File: config.mk
export PLATFORM = sky130hd
export DESIGN_NAME = shrot_unit
export DESIGN_NICKNAME = d
export VERILOG_FILES = /design/src/rtl/shrot_pkg.sv /design/src/rtl/shrot_ctrl.sv /design/src/rtl/shrot_dpath.sv /design/src/rtl/shrot_unit.sv
export SDC_FILE = /design/constraint.sdc
export NUM_CORES = 1
export LEC_CHECK = 0
export BUFFER_PORTS_ARGS = -buffer_cell sky130_fd_sc_hd__buf_2
export CORE_MARGIN = 8
export CORE_UTILIZATION = 46
export DETAILED_ROUTE_END_ITERATION = 6
export PLACE_DENSITY_LB_ADDON = 0.1
export SLEW_MARGIN = 20
export SYNTH_ARGS = -nofsm -noshare
export SYNTH_HDL_FRONTEND = slang
export SYNTH_HIERARCHICAL = 1
export SYNTH_SLANG_ARGS = --single-unit
File: constraint.sdc
create_clock -name clk -period 1.7 [get_ports clk]
set_clock_uncertainty 0.2 [all_clocks]
set_input_delay 0.17 -clock clk [delete_from_list [all_inputs] [get_ports clk]]
set_output_delay 0.17 -clock clk [all_outputs]
set_load 0.02 [all_outputs]
File: src/rtl/shrot_pkg.sv
package shrot_pkg;
  typedef enum logic [1:0] {
    OP_ASL = 2'd0,
    OP_LSR = 2'd1,
    OP_ROL = 2'd2,
    OP_ROR = 2'd3
  } shOp_e;

  // strobes from decode to datapath
  typedef struct packed {
    logic shiftLeft;
    logic fillFromCarry;
    logic carryWrite;
  } shCtrl_t;
endpackage

File: src/rtl/shrot_ctrl.sv
module shrot_ctrl
  import shrot_pkg::*;
(
  input  logic [1:0] opIn,
  input  logic       earlyRev,
  output shCtrl_t    ctrlOut
);
  shOp_e   op;
  shCtrl_t base;

  assign op = shOp_e'(opIn);

  always_comb begin
    base.carryWrite = 1'b1;
    unique case (op)
      OP_ASL: begin base.shiftLeft = 1'b1; base.fillFromCarry = 1'b0; end
      OP_LSR: begin base.shiftLeft = 1'b0; base.fillFromCarry = 1'b0; end
      OP_ROL: begin base.shiftLeft = 1'b1; base.fillFromCarry = 1'b1; end
      default: begin base.shiftLeft = 1'b0; base.fillFromCarry = 1'b1; end
    endcase
  end

  // the early defect corrupts all three controls of rotate-right only
  always_comb begin
    ctrlOut = base;
    if (earlyRev && op == OP_ROR) begin
      ctrlOut.shiftLeft     = 1'b1;
      ctrlOut.fillFromCarry = 1'b0;
      ctrlOut.carryWrite    = 1'b0;
    end
  end
endmodule

File: src/rtl/shrot_dpath.sv
module shrot_dpath
  import shrot_pkg::*;
#(
  parameter int WIDTH = 8
) (
  input  logic [WIDTH-1:0] operand,
  input  logic             carryIn,
  input  shCtrl_t          ctrl,
  output logic [WIDTH-1:0] result,
  output logic             negFlag,
  output logic             zeroFlag,
  output logic             carryNew,
  output logic             carryWe
);
  localparam int MSB = WIDTH - 1;

  logic fillBit;
  logic lostBit;

  assign fillBit  = ctrl.fillFromCarry ? carryIn : 1'b0;
  assign result   = ctrl.shiftLeft ? {operand[MSB-1:0], fillBit}
                                   : {fillBit, operand[MSB:1]};
  assign lostBit  = ctrl.shiftLeft ? operand[MSB] : operand[0];
  assign carryNew = ctrl.carryWrite ? lostBit : carryIn;
  assign carryWe  = ctrl.carryWrite;
  assign negFlag  = result[MSB];
  assign zeroFlag = (result == '0);
endmodule

File: src/rtl/shrot_unit.sv
module shrot_unit
  import shrot_pkg::*;
#(
  parameter int WIDTH   = 8,
  parameter bit REG_OUT = 1'b1
) (
  input  logic             clk,
  input  logic             rstN,
  input  logic             validIn,
  input  logic [1:0]       opIn,
  input  logic             earlyRev,
  input  logic [WIDTH-1:0] operandIn,
  input  logic             carryIn,
  output logic [WIDTH-1:0] resultOut,
  output logic             negOut,
  output logic             zeroOut,
  output logic             carryOut,
  output logic             carryWeOut,
  output logic             validOut
);
  localparam int MSB = WIDTH - 1;

  shCtrl_t          ctrl;
  logic [WIDTH-1:0] resC;
  logic             negC, zeroC, carryC, weC;

  shrot_ctrl u_ctrl (
    .opIn    (opIn),
    .earlyRev(earlyRev),
    .ctrlOut (ctrl)
  );

  shrot_dpath #(.WIDTH(WIDTH)) u_dpath (
    .operand (operandIn),
    .carryIn (carryIn),
    .ctrl    (ctrl),
    .result  (resC),
    .negFlag (negC),
    .zeroFlag(zeroC),
    .carryNew(carryC),
    .carryWe (weC)
  );

  generate
    if (REG_OUT) begin : g_reg
      always_ff @(posedge clk) begin
        if (!rstN) begin
          resultOut  <= '0;
          negOut     <= 1'b0;
          zeroOut    <= 1'b0;
          carryOut   <= 1'b0;
          carryWeOut <= 1'b0;
          validOut   <= 1'b0;
        end else begin
          validOut <= validIn;
          if (validIn) begin
            resultOut  <= resC;
            negOut     <= negC;
            zeroOut    <= zeroC;
            carryOut   <= carryC;
            carryWeOut <= weC;
          end
        end
      end

      AST_EARLY_ROR_NO_WE: assert property (@(posedge clk) disable iff (!rstN)
        (validIn && earlyRev && opIn == 2'd3) |=> !carryWeOut) else $error("no we");
      AST_EARLY_ROR_KEEP_C: assert property (@(posedge clk) disable iff (!rstN)
        (validIn && earlyRev && opIn == 2'd3) |=> (carryOut == $past(carryIn))) else $error("keep c");
      AST_LSR_NOT_NEG: assert property (@(posedge clk) disable iff (!rstN)
        (validIn && opIn == 2'd1) |=> !negOut) else $error("lsr neg");
      AST_HOLD_IDLE: assert property (@(posedge clk) disable iff (!rstN)
        !validIn |=> ($stable(resultOut) && $stable(carryOut) && $stable(carryWeOut))) else $error("hold");
      AST_LATE_WE: assert property (@(posedge clk) disable iff (!rstN)
        (validIn && !(earlyRev && opIn == 2'd3)) |=> carryWeOut) else $error("we");
      AST_ZERO_MATCH: assert property (@(posedge clk) disable iff (!rstN)
        validOut |-> (zeroOut == (resultOut == '0) && negOut == resultOut[MSB])) else $error("flags");
    end else begin : g_comb
      assign resultOut  = resC;
      assign negOut     = negC;
      assign zeroOut    = zeroC;
      assign carryOut   = carryC;
      assign carryWeOut = weC;
      assign validOut   = validIn;
    end
  endgenerate
endmodule

==> metrics.md, run 1 <==
| Metric | Value |
|---|---|
| Total Power | 0.000669 W |
| Final Max Tran Viols | 0 |
| Clk_lat worst skew | 0.27 ns |
| # nets final | 111 |
| DIE WIDTH | 54.7 µm |
| Synth cell types | 23 |
| Mapped Area | 689 µm² |
| Critical path's largest stage delay | 0.33 ns |
| CP max FO | 6 |
| Global placer's final weighted congestion | 0.706 |
| Max-Cap Viols | 0 |
| Worst hold path class | input port to flop |
| Post-Syn Instances | 69 |
| Post-CTS Setup Repair Bufs | 0 |
| WL/cell | 12.8 µm |
| Antenna-violating nets left | 0 |
| Mean Syn Cell Area | 9.99 µm² |
| Final Cell Area | 823 µm² |
| Pint | 0.000482 W |
| Most frequent cells after synthesis | dfxtp_1, mux2i_1, nor2b_1, nand2_1 |
| Share of cells above drive strength 1 | 0.400 |
| DRT iter0 DRCs | 4 |
| Power share of the combinational group | 0.218 |
| First-pass GRT wire length | 2370 µm |
| Setup TNS | 0 ns |
| EDFF count, synth | 0 |
| Setup Crit Path Kind | input port to flop |
| Root buf cell | clkbuf_4 |
| Final worst path period need | 1.36 ns |
| Biggest area consumer among synthesized cells | dfxtp_1 |
| CP max stage cell | mux2_4 |
| Layout fillers | 147 |
| Max clock buf depth | 2 |
| DIE HEIGHT | 54.7 µm |
| Post-CTS Resized | 0 |
| #FFs+latches synth | 13 |
| Sequential area share after synthesis | 0.377 |
| # clock sinks | 13 |
| Top cells by area, synth | dfxtp_1, mux2i_1, nor2b_1 |
| Total GRT Usage | 0.107 |
| Clock group share of total power | 0.286 |
| Peak supply drop | 0.441 mV |
| Status | finished clean |
| Cell Area, Placed | 797 µm² |
| Area grow syn2layout | 19.4% |
| TritonCTS buffer count | 3 |
| PwrDens | 812 nW/µm² |
| Seq pwr share | 0.495 |
| ANT cells | 0 |
| Total grt overflow | 0 |
| CORE AREA | 1450 µm² |
| RSZ-0062 raised after global routing | false |
| DRT Pass-1 Iters | 4 |
| CP arrival | 1.37 ns |
| Vias per cell | 4.86 |
| Clock transition at the registers of the reported paths | 0.08 ns |
| Final setup violation count | 0 |
| Final period util | 0.798 |
| Buffers plus inverters on the worst setup path | 1 |
| Critical path cell sequence | buf_2 -> a21bo_2 -> mux2_4 -> nor4_2 -> and4_1 -> mux2i_1 -> nor2b_1 |
| Critical path's top delay family | simple AND/OR/NAND/NOR gates |
| Asr flop ratio synth | 0 |
| Worst EP required | 1.71 ns |
| Fmax | 737 MHz |
| CTS tree | yes |
| Synth top area share | 0.377 |
| Largest net degree at the start of global routing | 14 |
| Switching power | 0.000187 W |
| Endpoints failing hold | 0 |
| CP startpoint kind | input port |
| Worst Setup End Kind | flop |
| Vias in the first global route | 560 |
| Leak | 0.419 nW |
| Slew @ Worst Pin | 0.350 ns |
| Row count | 14 |
| Primary FF master, synth | dfxtp_1 |
| Synth Net Count | 84 |
| Final wirelength | 1420 µm |
| Switch share | 0.279 |
| Slew headroom | 0.767 |
| IO Port Bufs | 27 |
| Initial antenna violation count | 0 |
| # DRC | 0 |
| Vias | 539 |
| Post-CTS Hold Fix Bufs | 0 |
| Die footprint | 2990 µm² |
| Synth warn | 6 |
| Top Ports | 28 |
| Starting Density | 0.474 |
| H-tree depth | 1 |
kinds of logic after synthesis:
kind of cell	Yosys count	synth area share
AND/OR/NAND/NOR	25	0.218
AO/OA/AOI/OAI	6	0.0544
buffers and inverters	8	0.0907
multiplexers	17	0.260
flip-flops	13	0.377
routing by layer:
metal | track usage | routed length (µm)
met3 | 0.0380 | 116
met4 | 0.0492 | 17
met5 | 0 | 0
met1 | 0.131 | 679
met2 | 0.164 | 609
final cells by class:
cell class                 instances  area, µm²  area share
tap                               16       20.0      0.0243
sequential                        13        260       0.316
clock buffer                       4       26.3      0.0319
inverter                           2       7.51     0.00912
timing repair buffer              28        143       0.173
multi-input combinational         48        367       0.445
metrics by stage:
stage	utilization	std cells	hold WS, ns	setup slack (ns)
2_1_floorplan	-	69	0.0982	0.274
3_3_place_gp	0.548	107	0.289	0.108
3_5_place_dp	0.548	107	0.302	0.0567
4_1_cts	0.566	111	0.0363	0.346
5_1_grt	0.566	111	0.0566	0.228
6_report	0.566	111	0.0441	0.343
placed cells by master (no fill, tap or decap):
cell type / n
nor3b_1: 1
mux2_2: 3
nand2_1: 5
and4_1: 1
inv_1: 2
and2_2: 1
nand2b_1: 1
buf_2: 27
o21ai_0: 3
dfxtp_1: 13
buf_4: 1
clkbuf_4: 3
nand3_1: 2
nor2_1: 1
nor2b_1: 12
a21oi_1: 1
a21bo_2: 1
a21boi_0: 1
clkbuf_1: 1
mux2_4: 1
mux2i_1: 13
nor4_2: 1
power by group through the flow:
| stage | sequential, W | combinational, W | clock [W] |
|---|---|---|---|
| after floorplan | 0.000362 | 0.0000826 | 0 |
| after global placement | 0.000338 | 0.000148 | 0 |
| after detailed placement | 0.000338 | 0.000148 | 0 |
| after CTS | 0.000331 | 0.000148 | 0.000200 |
| after global routing | 0.000333 | 0.000161 | 0.000213 |
| final | 0.000331 | 0.000146 | 0.000192 |
state kept, by name, indices dropped and copies added, names as in the netlist:
signal,cells
resultOut,8
carryOut,1
carryWeOut,1
negOut,1
validOut,1
zeroOut,1
worst paths after layout:
check,end,slack [ns],from,cells after the start
worst min-delay path,carryWeOut$_SDFFE_PN0P_,0.04,rstN,2
worst max register to register,resultOut[5]$_SDFFE_PN0P_,0.90,resultOut[5]$_SDFFE_PN0P_,2
worst min register to register,resultOut[2]$_SDFFE_PN0P_,0.32,resultOut[2]$_SDFFE_PN0P_,2
worst max-delay path,zeroOut$_SDFFE_PN0P_,0.34,opIn[0],7
Power figures use the tool's default switching activity.
==> run 2, diff against run 1 <==
clock period = 1.28 ns   (was 1.7 ns; I/O delays follow)
==> run 2 against run 1 <==
  * Worst setup slack got worse by 0.31 ns
  * Sequential share of layout area down 2.6 points
  * Worst hold slack improved by 0.0025 ns
  * Count of clock-buffer cells in the layout did not move
  * First-iteration DRC count is 100% higher
  * Register-to-register slack worse by 0.44 ns
  * Global-route usage increased by 0.87 points
  * Critical path depth unchanged
  * Via count grew 7.1%
==> metrics.md, run 2 (synthesis results as in run 1) <==
| Metric | Value |
|---|---|
| # nets final | 117 (was 111) |
| DP HPWL | 1230 µm |
| RSZ-0062 raised after global routing | true (was false) |
| Commonest non-fill, non-tap cell in the layout | buf_2 (unchanged) |
| IO Port Bufs | 27 (unchanged) |
| Multi-input logic area | 373 µm² (was 367 µm²) |
| Switch share | 0.275 (was 0.279) |
| CP startpoint kind | input port (unchanged) |
| DIE HEIGHT | 54.7 µm (unchanged) |
| Root buf cell | clkbuf_4 (unchanged) |
| Vias per cell | 4.93 (was 4.86) |
| R2r setup slk | 0.46 ns (was 0.90 ns) |
| Worst hold path class | input port to flop (unchanged) |
| Final period util | 0.973 |
| Initial antenna violation count | 0 (unchanged) |
| Clock transition at the registers of the reported paths | 0.07 ns (was 0.08 ns) |
| Clock group share of total power | 0.274 (was 0.286) |
| Global placer's final weighted congestion | 0.750 (was 0.706) |
| TritonCTS buffer count | 3 (unchanged) |
| Vias in the first global route | 592 (was 560) |
| Slew headroom | 0.756 (was 0.767) |
| Row count | 14 (unchanged) |
| # clock sinks | 13 (unchanged) |
| H-tree depth | 1 (unchanged) |
| DP Cell Count | 112 (was 107) |
| CP arrival | 1.25 ns (was 1.37 ns) |
| Share of cells above drive strength 1 | 0.426 (was 0.400) |
| Most frequent cells in the layout | buf_2, mux2i_1, dfxtp_1 (unchanged) |
| Clk_lat worst skew | 0.27 ns (about the same) |
| DIE WIDTH | 54.7 µm (unchanged) |
| WL/cell | 13.5 µm (was 12.8 µm) |
| Seq pwr share | 0.483 (was 0.495) |
| FF-to-FF path depth | 2 (unchanged) |
| Critical path cell sequence | buf_6 -> a21bo_4 -> mux2_4 -> nor4_2 -> and4_1 -> mux2i_1 -> nor2b_1 (was buf_2 -> a21bo_2 -> mux2_4 -> nor4_2 -> and4_1 -> mux2i_1 -> nor2b_1) |
| CTS tree | yes (unchanged) |
| Final core utilization | 0.616 (was 0.566) |
| PwrDens | 1020 nW/µm² (was 812 nW/µm²) |
| Top reg by flops | resultOut (unchanged) |
| Pint | 0.000660 W (was 0.000482 W) |
| Leak | 0.455 nW (was 0.419 nW) |
| Final worst path period need | 1.25 ns |
| # DRC | 0 (unchanged) |
| DRT iter0 DRCs | 8 (was 4) |
| Reg area | 260 µm² (unchanged) |
| Post-CTS Setup Repair Bufs | 0 (unchanged) |
| Final wirelength | 1580 µm (was 1420 µm) |
| CP max FO | 4 (was 6) |
| Max clock buf depth | 2 (unchanged) |
| Area grow syn2layout | 29.9% (was 19.4%) |
| ANT cells | 0 (unchanged) |
| CP max stage cell | mux2_4 (unchanged) |
| Endpoints failing hold | 0 (unchanged) |
| Setup Crit Path Kind | input port to flop (unchanged) |
| Cell Area, Placed | 841 µm² (was 797 µm²) |
| Antenna-violating nets left | 0 (unchanged) |
| Slew @ Worst Pin | 0.366 ns (was 0.350 ns) |
| Status | finished clean (unchanged) |
| CORE AREA | 1450 µm² (unchanged) |
| Top Ports | 28 (unchanged) |
| Largest net degree at the start of global routing | 14 (unchanged) |
| Die footprint | 2990 µm² (unchanged) |
| Power share of the combinational group | 0.243 (was 0.218) |
| Worst setup path end | zeroOut$_SDFFE_PN0P_ (unchanged) |
| First-pass GRT wire length | 2480 µm (was 2370 µm) |
| Final Cell Area | 896 µm² (was 823 µm²) |
| Switching power | 0.000250 W (was 0.000187 W) |
| Peak supply drop | 0.622 mV (was 0.441 mV) |
| Layout fillers | 143 (was 147) |
| Critical path's largest stage delay | 0.31 ns (was 0.33 ns) |
| Reg-to-Reg Start | zeroOut$_SDFFE_PN0P_ (was resultOut[5]$_SDFFE_PN0P_) |
| R2R Path End | zeroOut$_SDFFE_PN0P_ (was resultOut[5]$_SDFFE_PN0P_) |
| Vias | 577 (was 539) |
| Fmax | 803 MHz |
| Non-Filler Instances | 117 (was 111) |
| Worst EP required | 1.29 ns (was 1.71 ns) |
| Max reg flops | 8 (unchanged) |
| DRT Pass-1 Iters | 4 (unchanged) |
| Hold Startpoint | operandIn[5] (was rstN) |
| Max-Cap Viols | 0 (unchanged) |
| Crit path from | earlyRev (was opIn[0]) |
| Worst hold slack | 0.0465 ns (was 0.0441 ns) |
| Starting Density | 0.474 (unchanged) |
| Total GRT Usage | 0.116 (was 0.107) |
| Final Max Tran Viols | 0 (unchanged) |
| Total grt overflow | 0 (unchanged) |
| Final setup violation count | 0 (unchanged) |
| Worst Setup End Kind | flop (unchanged) |
[run 2: cell types whose count changed in the layout (fill, tap and decap cells not counted), sizes merged]
cell,previous run,this run
dlygate4sd3,0,1
buf,28,33
[run 2: layer usage]
layer | GRT usage | vias to the layer above | share of wire
met1 | 0.127 | 259 | 0.44
li1 | - | 293 | -
met5 | 0 | - | 0
met2 | 0.179 | 21 | 0.45
met4 | 0.0861 | 0 | 0.018
met3 | 0.0435 | 4 | 0.089
[run 2: power groups by stage]
stage          logic [W]  registers [W]  clock network, W
2_1_floorplan   0.000112       0.000481                 0
3_3_place_gp    0.000211       0.000449                 0
3_5_place_dp    0.000214       0.000449                 0
4_1_cts         0.000217       0.000440          0.000265
5_1_grt         0.000241       0.000442          0.000277
6_report        0.000221       0.000440          0.000250
[run 2: worst max-delay path, delay by kind of cell]
family	cells	cell delay, ns
and+or+nand+nor	3	0.43
muxes	2	0.38
AOI/OAI and AO/OA	1	0.22
buffers and inverters	1	0.09
[run 2: per-stage QoR]
stage	setup TNS [ns]	worst slack, ns	total power, W
after floorplan	-0.115	-0.0752	0.000593
after global placement	-1.15	-0.220	0.000659
after detailed placement	-1.30	-0.275	0.000663
after CTS	0	0.0157	0.000922
after global routing	-0.00563	-0.00563	0.000960
final	0	0.0347	0.000910
[run 2: worst min-delay path by stage]
stage / endpoint / slack (ns) / cells after the start
6_report: resultOut[6]$_SDFFE_PN0P_ / 0.05 / 5
5_1_grt: resultOut[6]$_SDFFE_PN0P_ / 0.09 / 5
4_1_cts: resultOut[6]$_SDFFE_PN0P_ / 0.04 / 5
3_5_place_dp: carryWeOut$_SDFFE_PN0P_ / 0.30 / 2
3_3_place_gp: resultOut[6]$_SDFFE_PN0P_ / 0.29 / 2
2_1_floorplan: carryOut$_SDFFE_PN0P_ / 0.06 / 1
[run 2: area by class of cell]
cell class                 count  share of cell area
multi-input combinational     48               0.416
clock buffer                   4              0.0293
timing repair buffer          34               0.233
tap                           16              0.0223
sequential                    13               0.291
inverter                       2             0.00838
[run 2: timing repair]
action,in CTS,in global routing
setup endpoints to repair,0,3
hold buffers,1,0
resized for setup,0,4
hold endpoints to repair,4,0
==> run 3, diff against run 2 <==
CORE_UTILIZATION = 30   (was 46)
==> run 3 against run 2 <==
  * Worst hold slack improved by 0.010 ns
  * First-iteration DRC count shrank 50%
  * Worst setup slack improved by 0.018 ns
  * Sequential cell count unchanged
  * Non-clock buffer count down 1
  * Critical path type unchanged
==> metrics.md, run 3 (synthesis results as in run 1) <==
| Metric | Value |
|---|---|
| Final Cell Area | 903 µm² (was 896 µm²) |
| Peak supply drop | 0.508 mV (was 0.622 mV) |
| Total GRT Usage | 0.0828 (was 0.116) |
| Worst hold slack | 0.0567 ns (was 0.0465 ns) |
| Reg area | 260 µm² (unchanged) |
| DIE WIDTH | 63.9 µm (was 54.7 µm) |
| Global placer's final weighted congestion | 0.834 (was 0.750) |
| Die footprint | 4090 µm² (was 2990 µm²) |
| Largest net degree at the start of global routing | 14 (unchanged) |
| Max reg flops | 8 (unchanged) |
| Root buf cell | clkbuf_4 (unchanged) |
| Layout fillers | 251 (was 143) |
| R2R Path End | resultOut[6]$_SDFFE_PN0P_ (was zeroOut$_SDFFE_PN0P_) |
| # clock sinks | 13 (unchanged) |
| Vias | 569 (was 577) |
| Clock transition at the registers of the reported paths | 0.07 ns (about the same) |
| Row count | 17 (was 14) |
| DRT Pass-1 Iters | 3 (was 4) |
| Worst EP required | 1.29 ns (about the same) |
| PwrDens | 1010 nW/µm² (was 1020 nW/µm²) |
| Cell Area, Placed | 848 µm² (was 841 µm²) |
| Most frequent cells in the layout | buf_2, mux2i_1, dfxtp_1 (unchanged) |
| Worst-case hold path end point | resultOut[6]$_SDFFE_PN0P_ (unchanged) |
| Critical path's largest stage delay | 0.31 ns (about the same) |
| Worst Setup End Kind | flop (unchanged) |
| Clock group share of total power | 0.280 (was 0.274) |
| # DRC | 0 (unchanged) |
| Total Power | 0.000914 W (was 0.000910 W) |
| Post-CTS Setup Repair Bufs | 0 (unchanged) |
| WL/cell | 13.0 µm (was 13.5 µm) |
| Max clock buf depth | 2 (unchanged) |
| CP max stage cell | mux2_4 (unchanged) |
| ANT cells | 0 (unchanged) |
| Pre-CTS setup slack | -0.252 ns (was -0.275 ns) |
| Final wirelength | 1670 µm (was 1580 µm) |
| DRT iter0 DRCs | 4 (was 8) |
| Critical path cell sequence | buf_6 -> a21bo_4 -> mux2_4 -> nor4_2 -> and4_1 -> mux2i_1 -> nor2b_1 (unchanged) |
| Total grt overflow | 0 (unchanged) |
| Final Max Tran Viols | 0 (unchanged) |
| Worst hold path class | input port to flop (unchanged) |
| Hold Startpoint | operandIn[5] (unchanged) |
| Final period util | 0.959 (was 0.973) |
| Worst Hold Path Cells | 5 (unchanged) |
| Pint | 0.000658 W (was 0.000660 W) |
| Setup TNS | 0 ns (unchanged) |
| Clk_lat worst skew | 0.28 ns (was 0.27 ns) |
| Top reg by flops | resultOut (unchanged) |
| Status | finished clean (unchanged) |
| Share of cells above drive strength 1 | 0.420 (was 0.426) |
| Vias per cell | 4.45 (was 4.93) |
| Setup Crit Path Kind | input port to flop (unchanged) |
| Seq pwr share | 0.481 (was 0.483) |
| First-pass GRT wire length | 2750 µm (was 2480 µm) |
| Slew headroom | 0.746 (was 0.756) |
| R2r setup slk | 0.47 ns (was 0.46 ns) |
| DIE HEIGHT | 63.9 µm (was 54.7 µm) |
| Final setup violation count | 0 (unchanged) |
| Top Ports | 28 (unchanged) |
| Switch share | 0.281 (was 0.275) |
| Area grow syn2layout | 31.0% (was 29.9%) |
| Endpoints failing hold | 0 (unchanged) |
| RSZ-0062 raised after global routing | false (was true) |
| Worst setup margin | 0.0527 ns (was 0.0347 ns) |
| TritonCTS buffer count | 3 (unchanged) |
| DP HPWL | 1260 µm (was 1230 µm) |
| Max-Cap Viols | 0 (unchanged) |
| Multi-input logic area | 373 µm² (unchanged) |
| Leak | 0.450 nW (was 0.455 nW) |
| # nets final | 116 (was 117) |
| Starting Density | 0.315 (was 0.474) |
| CP max FO | 4 (unchanged) |
| Vias in the first global route | 587 (was 592) |
| CTS tree | yes (unchanged) |
| CP arrival | 1.24 ns (was 1.25 ns) |
| Power share of the combinational group | 0.239 (was 0.243) |
| Reg-to-Reg Start | resultOut[6]$_SDFFE_PN0P_ (was zeroOut$_SDFFE_PN0P_) |
| Commonest non-fill, non-tap cell in the layout | buf_2 (unchanged) |
| Initial antenna violation count | 0 (unchanged) |
| Fmax | 815 MHz (was 803 MHz) |
| Switching power | 0.000257 W (was 0.000250 W) |
| Antenna-violating nets left | 0 (unchanged) |
| FF-to-FF path depth | 2 (unchanged) |
| Slew @ Worst Pin | 0.381 ns (was 0.366 ns) |
| H-tree depth | 1 (unchanged) |
| CP startpoint kind | input port (unchanged) |
| CORE AREA | 2190 µm² (was 1450 µm²) |
| IO Port Bufs | 27 (unchanged) |
| Final worst path period need | 1.23 ns (was 1.25 ns) |
-- run 3: how the worst max path moves through the flow --
stage / from / endpoint / slack [ns] / cells after the start
2_1_floorplan: opIn[0] / zeroOut$_SDFFE_PN0P_ / -0.08 / 6
3_3_place_gp: earlyRev / zeroOut$_SDFFE_PN0P_ / -0.23 / 7
3_5_place_dp: earlyRev / zeroOut$_SDFFE_PN0P_ / -0.25 / 7
4_1_cts: earlyRev / zeroOut$_SDFFE_PN0P_ / 0.04 / 7
5_1_grt: earlyRev / resultOut[7]$_SDFFE_PN0P_ / 0.01 / 7
6_report: earlyRev / zeroOut$_SDFFE_PN0P_ / 0.05 / 7
-- run 3: layout make-up --
class,count,area share
multi-input combinational,48,0.413
sequential,13,0.288
timing repair buffer,33,0.223
tap,28,0.0388
clock buffer,4,0.0291
inverter,2,0.00831
-- run 3: metal layers --
layer	GRT usage	vias to the layer above	part of all wire
met5	0	-	0
met4	0.0585	0	0.018
met3	0.0348	4	0.068
met2	0.117	18	0.41
met1	0.0987	253	0.50
li1	-	294	-
-- run 3: repair_timing --
| action | 4_1_cts | 5_1_grt |
|---|---|---|
| hold buffers | 1 | 0 |
| endpoints found under the hold margin | 7 | 0 |
| gates resized for setup | 0 | 4 |
| endpoints found under the setup margin | 0 | 3 |
-- run 3: critical path, delay by kind of cell --
kind	cells	cell delay, ns
AOI/OAI and AO/OA	1	0.22
buffers and inverters	1	0.09
muxes	2	0.38
and+or+nand+nor	3	0.42
-- run 3: stage by stage --
| step | utilization | std cells |
|---|---|---|
| after floorplan | - | 69 |
| after global placement | 0.387 | 123 |
| after detailed placement | 0.387 | 123 |
| after CTS | 0.404 | 128 |
| after global routing | 0.412 | 128 |
| final | 0.412 | 128 |
-- run 3: power groups by stage --
stage               Combinational (W)  Clock [W]  Sequential, W
finish                       0.000219   0.000256       0.000439
detailed placement           0.000213          0       0.000449
floorplan                    0.000112          0       0.000481
global placement             0.000212          0       0.000449
CTS                          0.000216   0.000277       0.000440
global route                 0.000241   0.000287       0.000442
